--- src/rtl/spi_ctl_pkg.sv ---
// Package: shared register layout and state types for the SPI master engine.
// Assumes a 32-bit register bus with word addresses decoded from bits 3:2.
package spi_ctl_pkg;

    // Control register bit positions
    localparam int CTRL_CS      = 0;
    localparam int CTRL_WR      = 1;
    localparam int CTRL_RD      = 2;
    localparam int CTRL_SEQ     = 3;
    localparam int CTRL_HIZ     = 4;
    localparam int CTRL_DIV_LSB = 8;

    // Word selects (bus_addr[3:2])
    localparam logic [1:0] SEL_CTRL = 2'd0;
    localparam logic [1:0] SEL_STAT = 2'd1;
    localparam logic [1:0] SEL_DATA = 2'd2;

    // Engine phase
    typedef enum logic [1:0] {
        PH_IDLE = 2'd0,
        PH_WR   = 2'd1,
        PH_RD   = 2'd2
    } phase_t;

    // Start request decoded from a control write
    typedef enum logic [1:0] {
        REQ_NONE = 2'd0,
        REQ_WR   = 2'd1,
        REQ_RD   = 2'd2,
        REQ_SEQ  = 2'd3
    } req_t;

endpackage

--- src/rtl/spi_ctl_regs.sv ---
// Module: register file of the SPI master. It holds chip-select, tri-state
// policy, divider and data, decodes start strobes into one prioritised request,
// and returns read data combinationally.
// Assumes: a single-cycle bus write (bus_sel & bus_we) and that busy comes
// from the shift engine.
module spi_ctl_regs
    import spi_ctl_pkg::*;
#(
    parameter int BUS_W  = 32,
    parameter int XFER_W = 8,
    parameter int DIV_W  = 8
) (
    input  logic              clk,
    input  logic              rst_n,
    input  logic              bus_sel,
    input  logic              bus_we,
    input  logic [3:0]        bus_addr,
    input  logic [BUS_W-1:0]  bus_wdata,
    output logic [BUS_W-1:0]  bus_rdata,
    input  logic              busy,
    input  logic              rx_done,
    input  logic [XFER_W-1:0] rx_byte,
    output req_t              req,
    output logic              cs_en,
    output logic              hiz,
    output logic [DIV_W-1:0]  div,
    output logic [XFER_W-1:0] data_q
);

    localparam int DIV_HI = CTRL_DIV_LSB + DIV_W;

    logic wr_ctrl, wr_data;
    logic unused_bits;

    assign wr_ctrl = bus_sel & bus_we & (bus_addr[3:2] == SEL_CTRL);
    assign wr_data = bus_sel & bus_we & (bus_addr[3:2] == SEL_DATA);
    assign unused_bits = ^{bus_wdata[BUS_W-1:DIV_HI],
                           bus_wdata[CTRL_DIV_LSB-1:CTRL_HIZ+1], bus_addr[1:0]};

    // Turn a control write into one start request: combined > write > read
    always_comb begin
        req = REQ_NONE;
        if (wr_ctrl && !busy) begin
            if (bus_wdata[CTRL_SEQ])     req = REQ_SEQ;
            else if (bus_wdata[CTRL_WR]) req = REQ_WR;
            else if (bus_wdata[CTRL_RD]) req = REQ_RD;
        end
    end

    // Level control bits: always writable
    always_ff @(posedge clk) begin
        if (!rst_n) begin
            cs_en <= 1'b0;
            hiz   <= 1'b0;
        end else if (wr_ctrl) begin
            cs_en <= bus_wdata[CTRL_CS];
            hiz   <= bus_wdata[CTRL_HIZ];
        end
    end

    // Divider: frozen while a transfer runs
    always_ff @(posedge clk) begin
        if (!rst_n)
            div <= '0;
        else if (wr_ctrl && !busy)
            div <= bus_wdata[CTRL_DIV_LSB +: DIV_W];
    end

    // Data register: received byte wins; bus writes only while idle
    always_ff @(posedge clk) begin
        if (!rst_n)
            data_q <= '0;
        else if (rx_done)
            data_q <= rx_byte;
        else if (wr_data && !busy)
            data_q <= bus_wdata[XFER_W-1:0];
    end

    // Read-back multiplexer; strobes and reserved bits return 0
    always_comb begin
        bus_rdata = '0;
        case (bus_addr[3:2])
            SEL_CTRL: begin
                bus_rdata[CTRL_CS]                = cs_en;
                bus_rdata[CTRL_HIZ]               = hiz;
                bus_rdata[CTRL_DIV_LSB +: DIV_W]  = div;
            end
            SEL_STAT: bus_rdata[0] = busy;
            SEL_DATA: bus_rdata[XFER_W-1:0] = data_q;
            default:  bus_rdata = '0;
        endcase
    end

endmodule

--- src/rtl/spi_ctl_clkdiv.sv ---
// Module: half-period tick generator. While run is high it emits one tick
// every div+1 clock cycles; while run is low the count is held at zero so
// the first tick of a transfer comes a full half period after the start.
module spi_ctl_clkdiv #(
    parameter int DIV_W = 8
) (
    input  logic             clk,
    input  logic             rst_n,
    input  logic             run,
    input  logic [DIV_W-1:0] div,
    output logic             tick
);

    logic [DIV_W-1:0] cnt_q;

    assign tick = run && (cnt_q == div);

    // Count cycles within the current half period
    always_ff @(posedge clk) begin
        if (!rst_n || !run || tick)
            cnt_q <= '0;
        else
            cnt_q <= cnt_q + 1'b1;
    end

endmodule

--- src/rtl/spi_ctl_shifter.sv ---
// Module: mode-0 shift engine. It runs a write byte, a read byte, or a write
// byte followed by a read byte, stepping on divider ticks. It also drives
// SCLK, MOSI and the MOSI output-enable.
// Assumes: req is only non-NONE while idle (gated in the register file).
module spi_ctl_shifter
    import spi_ctl_pkg::*;
#(
    parameter int XFER_W = 8
) (
    input  logic              clk,
    input  logic              rst_n,
    input  req_t              req,
    input  logic [XFER_W-1:0] tx_byte,
    input  logic              tick,
    input  logic              hiz,
    input  logic              spi_miso,
    output logic              busy,
    output logic              rd_phase,
    output logic              rx_done,
    output logic [XFER_W-1:0] rx_byte,
    output logic              spi_sclk,
    output logic              spi_mosi,
    output logic              spi_mosi_oe
);

    localparam int CNT_W = (XFER_W > 1) ? $clog2(XFER_W) : 1;
    localparam logic [CNT_W-1:0] LAST_BIT = CNT_W'(XFER_W - 1);

    phase_t             phase_q;
    logic               seq_q, sclk_q, last_rd_q;
    logic [CNT_W-1:0]   bit_q;
    logic [XFER_W-1:0]  tx_q, rx_q;
    logic               fall_tick, rise_tick, byte_end;

    assign rise_tick = tick && !sclk_q;
    assign fall_tick = tick && sclk_q;
    assign byte_end  = fall_tick && (bit_q == LAST_BIT);

    // Phase sequencing, SCLK toggling and bit counting
    always_ff @(posedge clk) begin
        if (!rst_n) begin
            phase_q <= PH_IDLE;
            seq_q   <= 1'b0;
            bit_q   <= '0;
            sclk_q  <= 1'b0;
        end else begin
            case (phase_q)
                PH_IDLE: begin
                    if (req != REQ_NONE) begin
                        phase_q <= (req == REQ_RD) ? PH_RD : PH_WR;
                        seq_q   <= (req == REQ_SEQ);
                        bit_q   <= '0;
                        sclk_q  <= 1'b0;
                    end
                end
                default: begin
                    if (tick) begin
                        sclk_q <= ~sclk_q;
                        if (sclk_q) begin
                            if (bit_q == LAST_BIT) begin
                                bit_q <= '0;
                                if (phase_q == PH_WR && seq_q) begin
                                    phase_q <= PH_RD;
                                end else begin
                                    phase_q <= PH_IDLE;
                                    seq_q   <= 1'b0;
                                end
                            end else begin
                                bit_q <= bit_q + 1'b1;
                            end
                        end
                    end
                end
            endcase
        end
    end

    // Shift registers: load on write start, shift out on falling, sample on rising
    always_ff @(posedge clk) begin
        if (!rst_n) begin
            tx_q <= '0;
            rx_q <= '0;
        end else begin
            if (phase_q == PH_IDLE && (req == REQ_WR || req == REQ_SEQ))
                tx_q <= tx_byte;
            else if (phase_q == PH_WR && fall_tick && bit_q != LAST_BIT)
                tx_q <= {tx_q[XFER_W-2:0], 1'b0};
            if (phase_q != PH_IDLE && rise_tick)
                rx_q <= {rx_q[XFER_W-2:0], spi_miso};
        end
    end

    // Remember whether the most recent byte was a read (keeps MOSI released)
    always_ff @(posedge clk) begin
        if (!rst_n)
            last_rd_q <= 1'b0;
        else if (phase_q == PH_RD)
            last_rd_q <= 1'b1;
        else if (phase_q == PH_WR)
            last_rd_q <= 1'b0;
    end

    assign busy        = (phase_q != PH_IDLE);
    assign rd_phase    = (phase_q == PH_RD);
    assign rx_done     = rd_phase && byte_end;
    assign rx_byte     = rx_q;
    assign spi_sclk    = sclk_q;
    assign spi_mosi    = tx_q[XFER_W-1];
    assign spi_mosi_oe = (phase_q == PH_WR) ||
                         ((phase_q == PH_IDLE) && !last_rd_q && !hiz);

endmodule

--- src/rtl/spi_ctl_top.sv ---
// Module: top of the register-controlled SPI master. It ties the register
// file, the divider and the shift engine together and turns the chip-select
// level into the active-low pin.
// Assumes: one register access per cycle; read data valid combinationally.
module spi_ctl_top
    import spi_ctl_pkg::*;
#(
    parameter int BUS_W  = 32,
    parameter int XFER_W = 8,
    parameter int DIV_W  = 8
) (
    input  logic             clk,
    input  logic             rst_n,
    input  logic             bus_sel,
    input  logic             bus_we,
    input  logic [3:0]       bus_addr,
    input  logic [BUS_W-1:0] bus_wdata,
    output logic [BUS_W-1:0] bus_rdata,
    output logic             spi_sclk,
    output logic             spi_cs_n,
    output logic             spi_mosi,
    output logic             spi_mosi_oe,
    input  logic             spi_miso
);

    req_t              req;
    logic              xfer_busy, rd_phase, rx_done, tick;
    logic              cs_en, hiz;
    logic [DIV_W-1:0]  div;
    logic [XFER_W-1:0] data_byte, rx_byte;

    spi_ctl_regs #(
        .BUS_W (BUS_W),
        .XFER_W(XFER_W),
        .DIV_W (DIV_W)
    ) regs_i (
        .clk      (clk),
        .rst_n    (rst_n),
        .bus_sel  (bus_sel),
        .bus_we   (bus_we),
        .bus_addr (bus_addr),
        .bus_wdata(bus_wdata),
        .bus_rdata(bus_rdata),
        .busy     (xfer_busy),
        .rx_done  (rx_done),
        .rx_byte  (rx_byte),
        .req      (req),
        .cs_en    (cs_en),
        .hiz      (hiz),
        .div      (div),
        .data_q   (data_byte)
    );

    spi_ctl_clkdiv #(
        .DIV_W(DIV_W)
    ) div_i (
        .clk  (clk),
        .rst_n(rst_n),
        .run  (xfer_busy),
        .div  (div),
        .tick (tick)
    );

    spi_ctl_shifter #(
        .XFER_W(XFER_W)
    ) shift_i (
        .clk        (clk),
        .rst_n      (rst_n),
        .req        (req),
        .tx_byte    (data_byte),
        .tick       (tick),
        .hiz        (hiz),
        .spi_miso   (spi_miso),
        .busy       (xfer_busy),
        .rd_phase   (rd_phase),
        .rx_done    (rx_done),
        .rx_byte    (rx_byte),
        .spi_sclk   (spi_sclk),
        .spi_mosi   (spi_mosi),
        .spi_mosi_oe(spi_mosi_oe)
    );

    assign spi_cs_n = ~cs_en;

endmodule

--- config.mk ---
export PLATFORM = sky130hd
export DESIGN_NAME = spi_ctl_top
export DESIGN_NICKNAME = d
export VERILOG_FILES = /design/src/rtl/spi_ctl_pkg.sv /design/src/rtl/spi_ctl_regs.sv /design/src/rtl/spi_ctl_clkdiv.sv /design/src/rtl/spi_ctl_shifter.sv /design/src/rtl/spi_ctl_top.sv
export SDC_FILE = /design/constraint.sdc
export NUM_CORES = 1
export LEC_CHECK = 0
export ABC_AREA = 1
export BUFFER_PORTS_ARGS = -buffer_cell sky130_fd_sc_hd__buf_2
export CAP_MARGIN = 20
export CORE_MARGIN = 5
export CORE_UTILIZATION = 40
export DETAILED_ROUTE_END_ITERATION = 8
export PLACE_DENSITY_LB_ADDON = 0.25
export SYNTH_ARGS = -nofsm -noshare
export SYNTH_HDL_FRONTEND = slang
export SYNTH_SLANG_ARGS = --single-unit
--- constraint.sdc ---
create_clock -name clk -period 2.45 [get_ports clk]
set_input_delay 0.49 -clock clk [delete_from_list [all_inputs] [get_ports clk]]
set_output_delay 0.49 -clock clk [all_outputs]
set_load 0.02 [all_outputs]
==> run metrics, run 1 <==
setup slack, reg-to-reg=450 ps; CTS hold repair buffers=0; max_cap viols=0; GRT Total Usage=around 15%; clk slew on worst S/H paths=around 90 ps; crit share post-route=between 80% and 90%; sequential area share after synthesis=a little over a third; setup_tns=0 ps; Clock Path Buffers=2; cell count after synthesis=~420; Num Clock Sinks=50; startpoint types=register; arrival time worst endpoint=around 1700 ps; ys flop type=dfxtp_1; RSZ-0062 raised after global routing=false; remaining antenna violation count=0; Simple-Gate Fraction of Synth Area=between 30 and 40%; Core Area=6760 um^2; share of cells above drive strength 1=about 15%; Slew HR=61.4%; DR WL/cell=between 10 and 15 um; top post-synthesis cells by area=dfxtp_1 36%, nand2_1 14%, inv_1 8.0%, nor2_1 6.3%, a21oi_1 6.0%; crit-path max FO=9; Max stage delay cell, worst path=dfxtp_1; crit path time final=around 2200 ps; Hold Path Class=primary input to register; Yosys reg bits=50; Crit. path cell count=6; Synth cell types=27; clock root buffer=clkbuf_8; Final setup viols=0; list of most frequent post-synthesis cells=100 x nand2_1, 59 x inv_1, 50 x dfxtp_1; reg-to-reg startpoint=shift_i.phase_q[1]$_SDFFE_PN0P_; Chip Width=93.1 um; count leader, synth=nand2_1; asr flop ratio synth=0%; leading area contributor after synthesis=dfxtp_1; vias=2518; worst hold stages=3; largest net degree at the start of global routing=21; worst vdd ir=0.000251 V; # fillers=between 700 and 800; DP HPWL=4840 um; number of CTS-inserted buffers=5; # diodes=0; CTS tree=built; setup bufs post-CTS=0; DRT Pass-1 Iters=4; die height=a little over 90 um; Area growth syn-to-layout=11.2%; die area=~8700 um^2; CP delay by family, top=buffers and inverters; Max Clock Freq=between 0.4 and 0.5 GHz; CP bufs+invs=3; CP Cell Sequence=inv_1 > ha_1 > inv_1 > nand3_1 > o211ai_1 > buf_2; dpl ws=447 ps; detailed-route wire length=6290 um; RD Place Congestion=approximately 0.8; Synth top area share=between 30% and 40%; critical path capture point type=output pin; drc violations=0; Worst path max stage delay=370 ps; vias in the first global route=2370; first-pass GRT wire length=between 10000 and 15000 um; depth of the most critical reg-to-reg path=9; Worst path most repeated cell=inv_1; Port Buffers=42; hold_sp=bus_wdata[4]; GRT overflow=0; Worst-Skew Late Latency=about 300 ps; Cell Area, Synth=approximately 2800 um^2; total power=between 1.5 and 2 mW; Synth Area in XOR/XNOR=under 10%; Hold Vio Cnt, Final=0; Post-Synth Adder-Cell Area=2.72%; H-tree depth=2; worst setup margin=a little under 300 ps; Post-CTS Resized=0; WP data required=1960 ps; mux share of post-synthesis cell area=0%; Slew Viols, Final=0; yosys warns=0; Static Leak=about 1.4 nW; initial antenna violation count=0; EDFF count, synth=0; compound-gate portion of the synthesized area=12.7%; initial core utilization=between 40 and 50%; largest family of logic cells by synthesized area=simple AND/OR/NAND/NOR gates; status=completed; final net count=about 510; WHS Endpoint=regs_i.hiz$_SDFFE_PN0N_; Mean Syn Cell Area=6.58 um^2; initial drt markers=95; worst-margin pin slew=around 580 ps; Max Clock Skew=between 3 and 4 ps; Power Density=around 530 nW/um^2; Crit Path Class=register to output pin; worst r2r dst=shift_i.bit_q[2]$_SDFFE_PN0P_; row count=30; DR vias/cell=roughly 4.7; IO Pins=a little under 80
==> per-layer routing <==
layer	vias up	part of all wire [%]	track usage [%]
met4	0	1.1	4.64
met5	-	0	0
met2	44	45	25.4
li1	1357	-	-
met1	1110	49	19.5
met3	7	4.4	3.14
==> worst max-delay path by stage <==
| stage | slack (ps) | end | start |
|---|---|---|---|
| floorplan | 610 | bus_rdata[4] | bus_addr[3] |
| global placement | 480 | shift_i.bit_q[1]$_SDFFE_PN0P_ | shift_i.phase_q[0]$_SDFFE_PN0P_ |
| detailed placement | 450 | shift_i.bit_q[2]$_SDFFE_PN0P_ | shift_i.phase_q[0]$_SDFFE_PN0P_ |
| CTS | 260 | bus_rdata[0] | shift_i.phase_q[0]$_SDFFE_PN0P_ |
| global route | 100 | spi_mosi_oe | shift_i.phase_q[0]$_SDFFE_PN0P_ |
| finish | 300 | bus_rdata[0] | shift_i.phase_q[0]$_SDFFE_PN0P_ |
==> cells by family after synthesis <==
kind of cell             Yosys count
other                              1
adder cells (fa/ha/maj)            6
flip-flops                        50
buffers and inverters             95
AND/OR/NAND/NOR                  196
AO/OA/AOI/OAI                     67
XOR/XNOR                           4
==> cell usage in the layout (no fill, tap or decap) <==
cell type,Yosys,routed
a21oi_1,33,33
a21oi_2,2,2
buf_2,3,42
buf_4,17,4
clkbuf_8,0,6
clkinv_1,2,2
clkinv_2,0,1
clkinvlp_4,0,1
conb_1,1,16
dfxtp_1,50,50
ha_1,6,6
inv_1,59,59
inv_2,5,5
nand2_1,100,100
nand2_2,4,4
nand3_1,24,24
nand3_2,1,1
nand3_4,1,1
nand3b_1,4,4
nand4_1,10,10
nor2_1,46,46
nor2_2,3,3
nor2_8,1,1
nor3_1,2,2
o211ai_1,2,2
o21ai_0,29,29
o31ai_1,1,1
xor2_1,4,4
==> power by group <==
group	switching (mW)	internal (mW)
registers	0.0171	0.842
logic	0.179	0.0780
clock network	0.280	0.228
total	0.476	1.15
==> state kept, by name, indices dropped and copies added, names as in the netlist <==
name,count
shift_i.bit_q,3
shift_i.tx_q,8
regs_i.div,8
shift_i.phase_q,2
shift_i.last_rd_q,1
regs_i.cs_en,1
shift_i.seq_q,1
shift_i.spi_sclk,1
regs_i.data_q,8
div_i.cnt_q,8
shift_i.rx_byte,8
regs_i.hiz,1
==> final cells by class <==
type                       count  area (um^2)  area share [%]
multi-input combinational    289         1380            45.1
sequential                    50         1000            32.6
inverter                      66          248            8.08
timing repair buffer          46          240            7.83
tap                           80          100            3.26
clock buffer                   6         82.6            2.69
clock inverter                 2         12.5           0.408
==> worst reg2reg max path: cells and delay by family, from the launching register on <==
family,cells,cell delay [ps]
flops,1,330
simple gates,4,720
compound gates,3,390
fa+ha+maj,1,340
buf+inv,1,90
==> stage by stage <==
stage	instances	utilization, %	cell area [um^2]	hold slack [ps]
3_5_place_dp	531	44.0	2970	458
4_1_cts	539	45.4	3070	437
6_report	539	45.4	3070	451
5_1_grt	539	45.4	3070	459
3_3_place_gp	531	44.0	2970	450
2_1_floorplan	434	-	2820	430
Power figures use the tool's default switching activity.
==> run 2, diff against run 1 <==
--- a/config.mk
+++ b/config.mk
@@ -5,7 +5,6 @@
 export SDC_FILE = /design/constraint.sdc
 export NUM_CORES = 1
 export LEC_CHECK = 0
-export ABC_AREA = 1
 export BUFFER_PORTS_ARGS = -buffer_cell sky130_fd_sc_hd__buf_2
 export CAP_MARGIN = 20
 export CORE_MARGIN = 5
==> run 2 against run 1 <==
Net effect: sequential share of layout area grew 2.2 points; power shrank 2.7%; hold slack lost 38 ps; critical path type unchanged; largest cell class unchanged.
==> run metrics, run 2 <==
DR vias/cell=around 5.0; arrival time worst endpoint=approximately 1600 ps; list of most frequent post-synthesis cells=50 x dfxtp_1, 38 x nand2_1, 27 x nor2_1; most frequent cells in the layout=50 x dfxtp_1, 42 x buf_2, 38 x nand2_1, 27 x nor2_1, 22 x mux2i_1; area of the multi-input gates=~1400 um^2; CP delay by family, top=flip-flops; design area=roughly 2900 um^2; vias in the first global route=1828; Port Buffers=42; asr flop ratio synth=0%; Max Clock Skew=roughly 12 ps; die height=just under 90 um; filler-free cell count of the finished design=about 410; remaining antenna violation count=0; Post-CTS Resized=0; placed cell areas=about 2800 um^2; GRT overflow=0; DP HPWL=about 4100 um; CTS hold repair buffers=0; initial drt markers=roughly 120; initial core utilization=41.9%; EDFF count, synth=0; ys flop type=dfxtp_1; Yosys reg bits=50; WP data required=just under 2000 ps; GRT Total Usage=between 10% and 20%; H-tree depth=2; clk slew on worst S/H paths=about 100 ps; setup_tns=0 ps; # diodes=0; Final setup viols=0; Clock Path Buffers=2; Core Area=5990 um^2; leading area contributor after synthesis=dfxtp_1; drc violations=0; setup bufs post-CTS=0; top post-synthesis cells by area=dfxtp_1 40%, mux2i_1 8.8%, nand2_1 5.7%, buf_4 5.1%, xor2_1 4.2%; Slew HR=a little under half; Chip Width=89.2 um; Cell Area, Synth=roughly 2500 um^2; Area growth syn-to-layout=14.6%; largest net degree at the start of global routing=27; Max Clock Freq=0.473 GHz; count leader, synth=dfxtp_1; Hold Vio Cnt, Final=0; # fillers=~600; Worst path most repeated cell=o21ai_0; crit share post-route=between 80% and 90%; CP bufs+invs=2; register area=approximately 1000 um^2; final net count=382; row count=28; max_cap viols=0; worst setup margin=approximately 330 ps; critical path capture point type=output pin; crit path time final=~2100 ps; total power=1.58 mW; Synth cell types=38; Worst path max stage delay=about 380 ps; worst vdd ir=approximately 0.00035 V; Static Leak=roughly 1.3 nW; first-pass GRT wire length=8740 um; CTS tree=built; status=completed; Max stage delay cell, worst path=dfxtp_1; Mean Syn Cell Area=slightly below 9 um^2; crit-path max FO=13; clock root buffer=clkbuf_8; vias=~2100; Hold Path Class=primary input to register; DRT Pass-1 Iters=5; CP Cell Sequence=inv_1 > ha_1 > nand2_1 > o21ai_0 > o21ai_0 > buf_2; Slew Viols, Final=0; cell count after synthesis=between 200 and 300; die area=between 7000 and 8000 um^2; DR WL/cell=about 13 um; Power Density=between 500 and 600 nW/um^2; IO Pins=77; worst-margin pin slew=805 ps; Worst-Skew Late Latency=310 ps; detailed-route wire length=~5500 um; number of CTS-inserted buffers=5; commonest non-fill, non-tap cell in the layout=dfxtp_1; Num Clock Sinks=50; Inst Count DP=~400; initial antenna violation count=0; RSZ-0062 raised after global routing=false; yosys warns=0; RD Place Congestion=about 0.78; startpoint types=register; sequential area share after synthesis=between 30% and 40%; Synth top area share=between 30% and 40%; dpl ws=roughly 520 ps; Crit Path Class=register to output pin; share of cells above drive strength 1=18.8%
-- run 2: cell types whose count changed after synthesis, sizes merged, moves of 19 or more --
cell	delta
inv	-59
o21ai	-19
mux2i	+22
a21oi	-23
nor2	-23
nand2	-66
-- run 2: kinds of logic (layout without fill, tap and decap cells) --
| kind of cell | after synthesis | in the layout | synth area share [%] |
|---|---|---|---|
| compound gates | 39 | 39 | 9.63 |
| xor+xnor | 14 | 14 | 4.89 |
| fa+ha+maj | 6 | 6 | 2.99 |
| buf+inv | 33 | 64 | 7.68 |
| flops | 50 | 50 | 39.9 |
| mux | 22 | 22 | 8.78 |
| other cells | 1 | 16 | 0.150 |
| simple gates | 125 | 125 | 25.9 |
-- run 2: worst min-delay path: cells and delay by family --
family,cells,cell delay [ps]
simple gates,1,40
buf+inv,1,90
compound gates,1,50
-- run 2: path summary, 6_finish.rpt --
path,slack (ps),to,cells past startpoint,startpoint
max,330,bus_rdata[0],6,shift_i.phase_q[0]$_SDFFE_PN0P_
min reg2reg,470,shift_i.seq_q$_SDFFE_PN0P_,2,shift_i.seq_q$_SDFFE_PN0P_
min,410,regs_i.div[6]$_SDFFE_PN0N_,3,bus_wdata[14]
max reg2reg,540,regs_i.data_q[6]$_SDFFE_PN0P_,4,div_i.cnt_q[3]$_SDFF_PP0_
-- run 2: power by group --
part	switching [mW]	total, mW	internal (mW)
registers	0.00847	0.831	0.823
clock network	0.299	0.610	0.312
logic	0.0904	0.139	0.0485
total	0.397	1.58	1.18
-- run 2: layer usage --
layer | part of all wire (%) | wire [um] | global-route usage (%) | vias to the layer above
met4 | 0.94 | 51 | 3.65 | 0
met1 | 49 | 2650 | 19.4 | 963
li1 | - | - | - | 1057
met5 | 0 | 0 | 0 | -
met3 | 5.0 | 271 | 3.32 | 6
met2 | 45 | 2480 | 21.7 | 48
-- run 2: through the flow --
stage | hold slack [ps] | utilization (%)
floorplan | 435 | -
global placement | 446 | 46.0
detailed placement | 455 | 46.0
CTS | 410 | 48.0
global route | 405 | 48.0
finish | 413 | 48.0
-- run 2: cell type report --
type                            instances  area share, %
Tap cell                               75           3.27
Multi-Input combinational cell        222           47.7
Sequential cell                        50           34.8
Clock inverter                          3           1.65
Timing Repair Buffer                   50           9.40
Inverter                                6          0.784
Clock buffer                            5           2.39
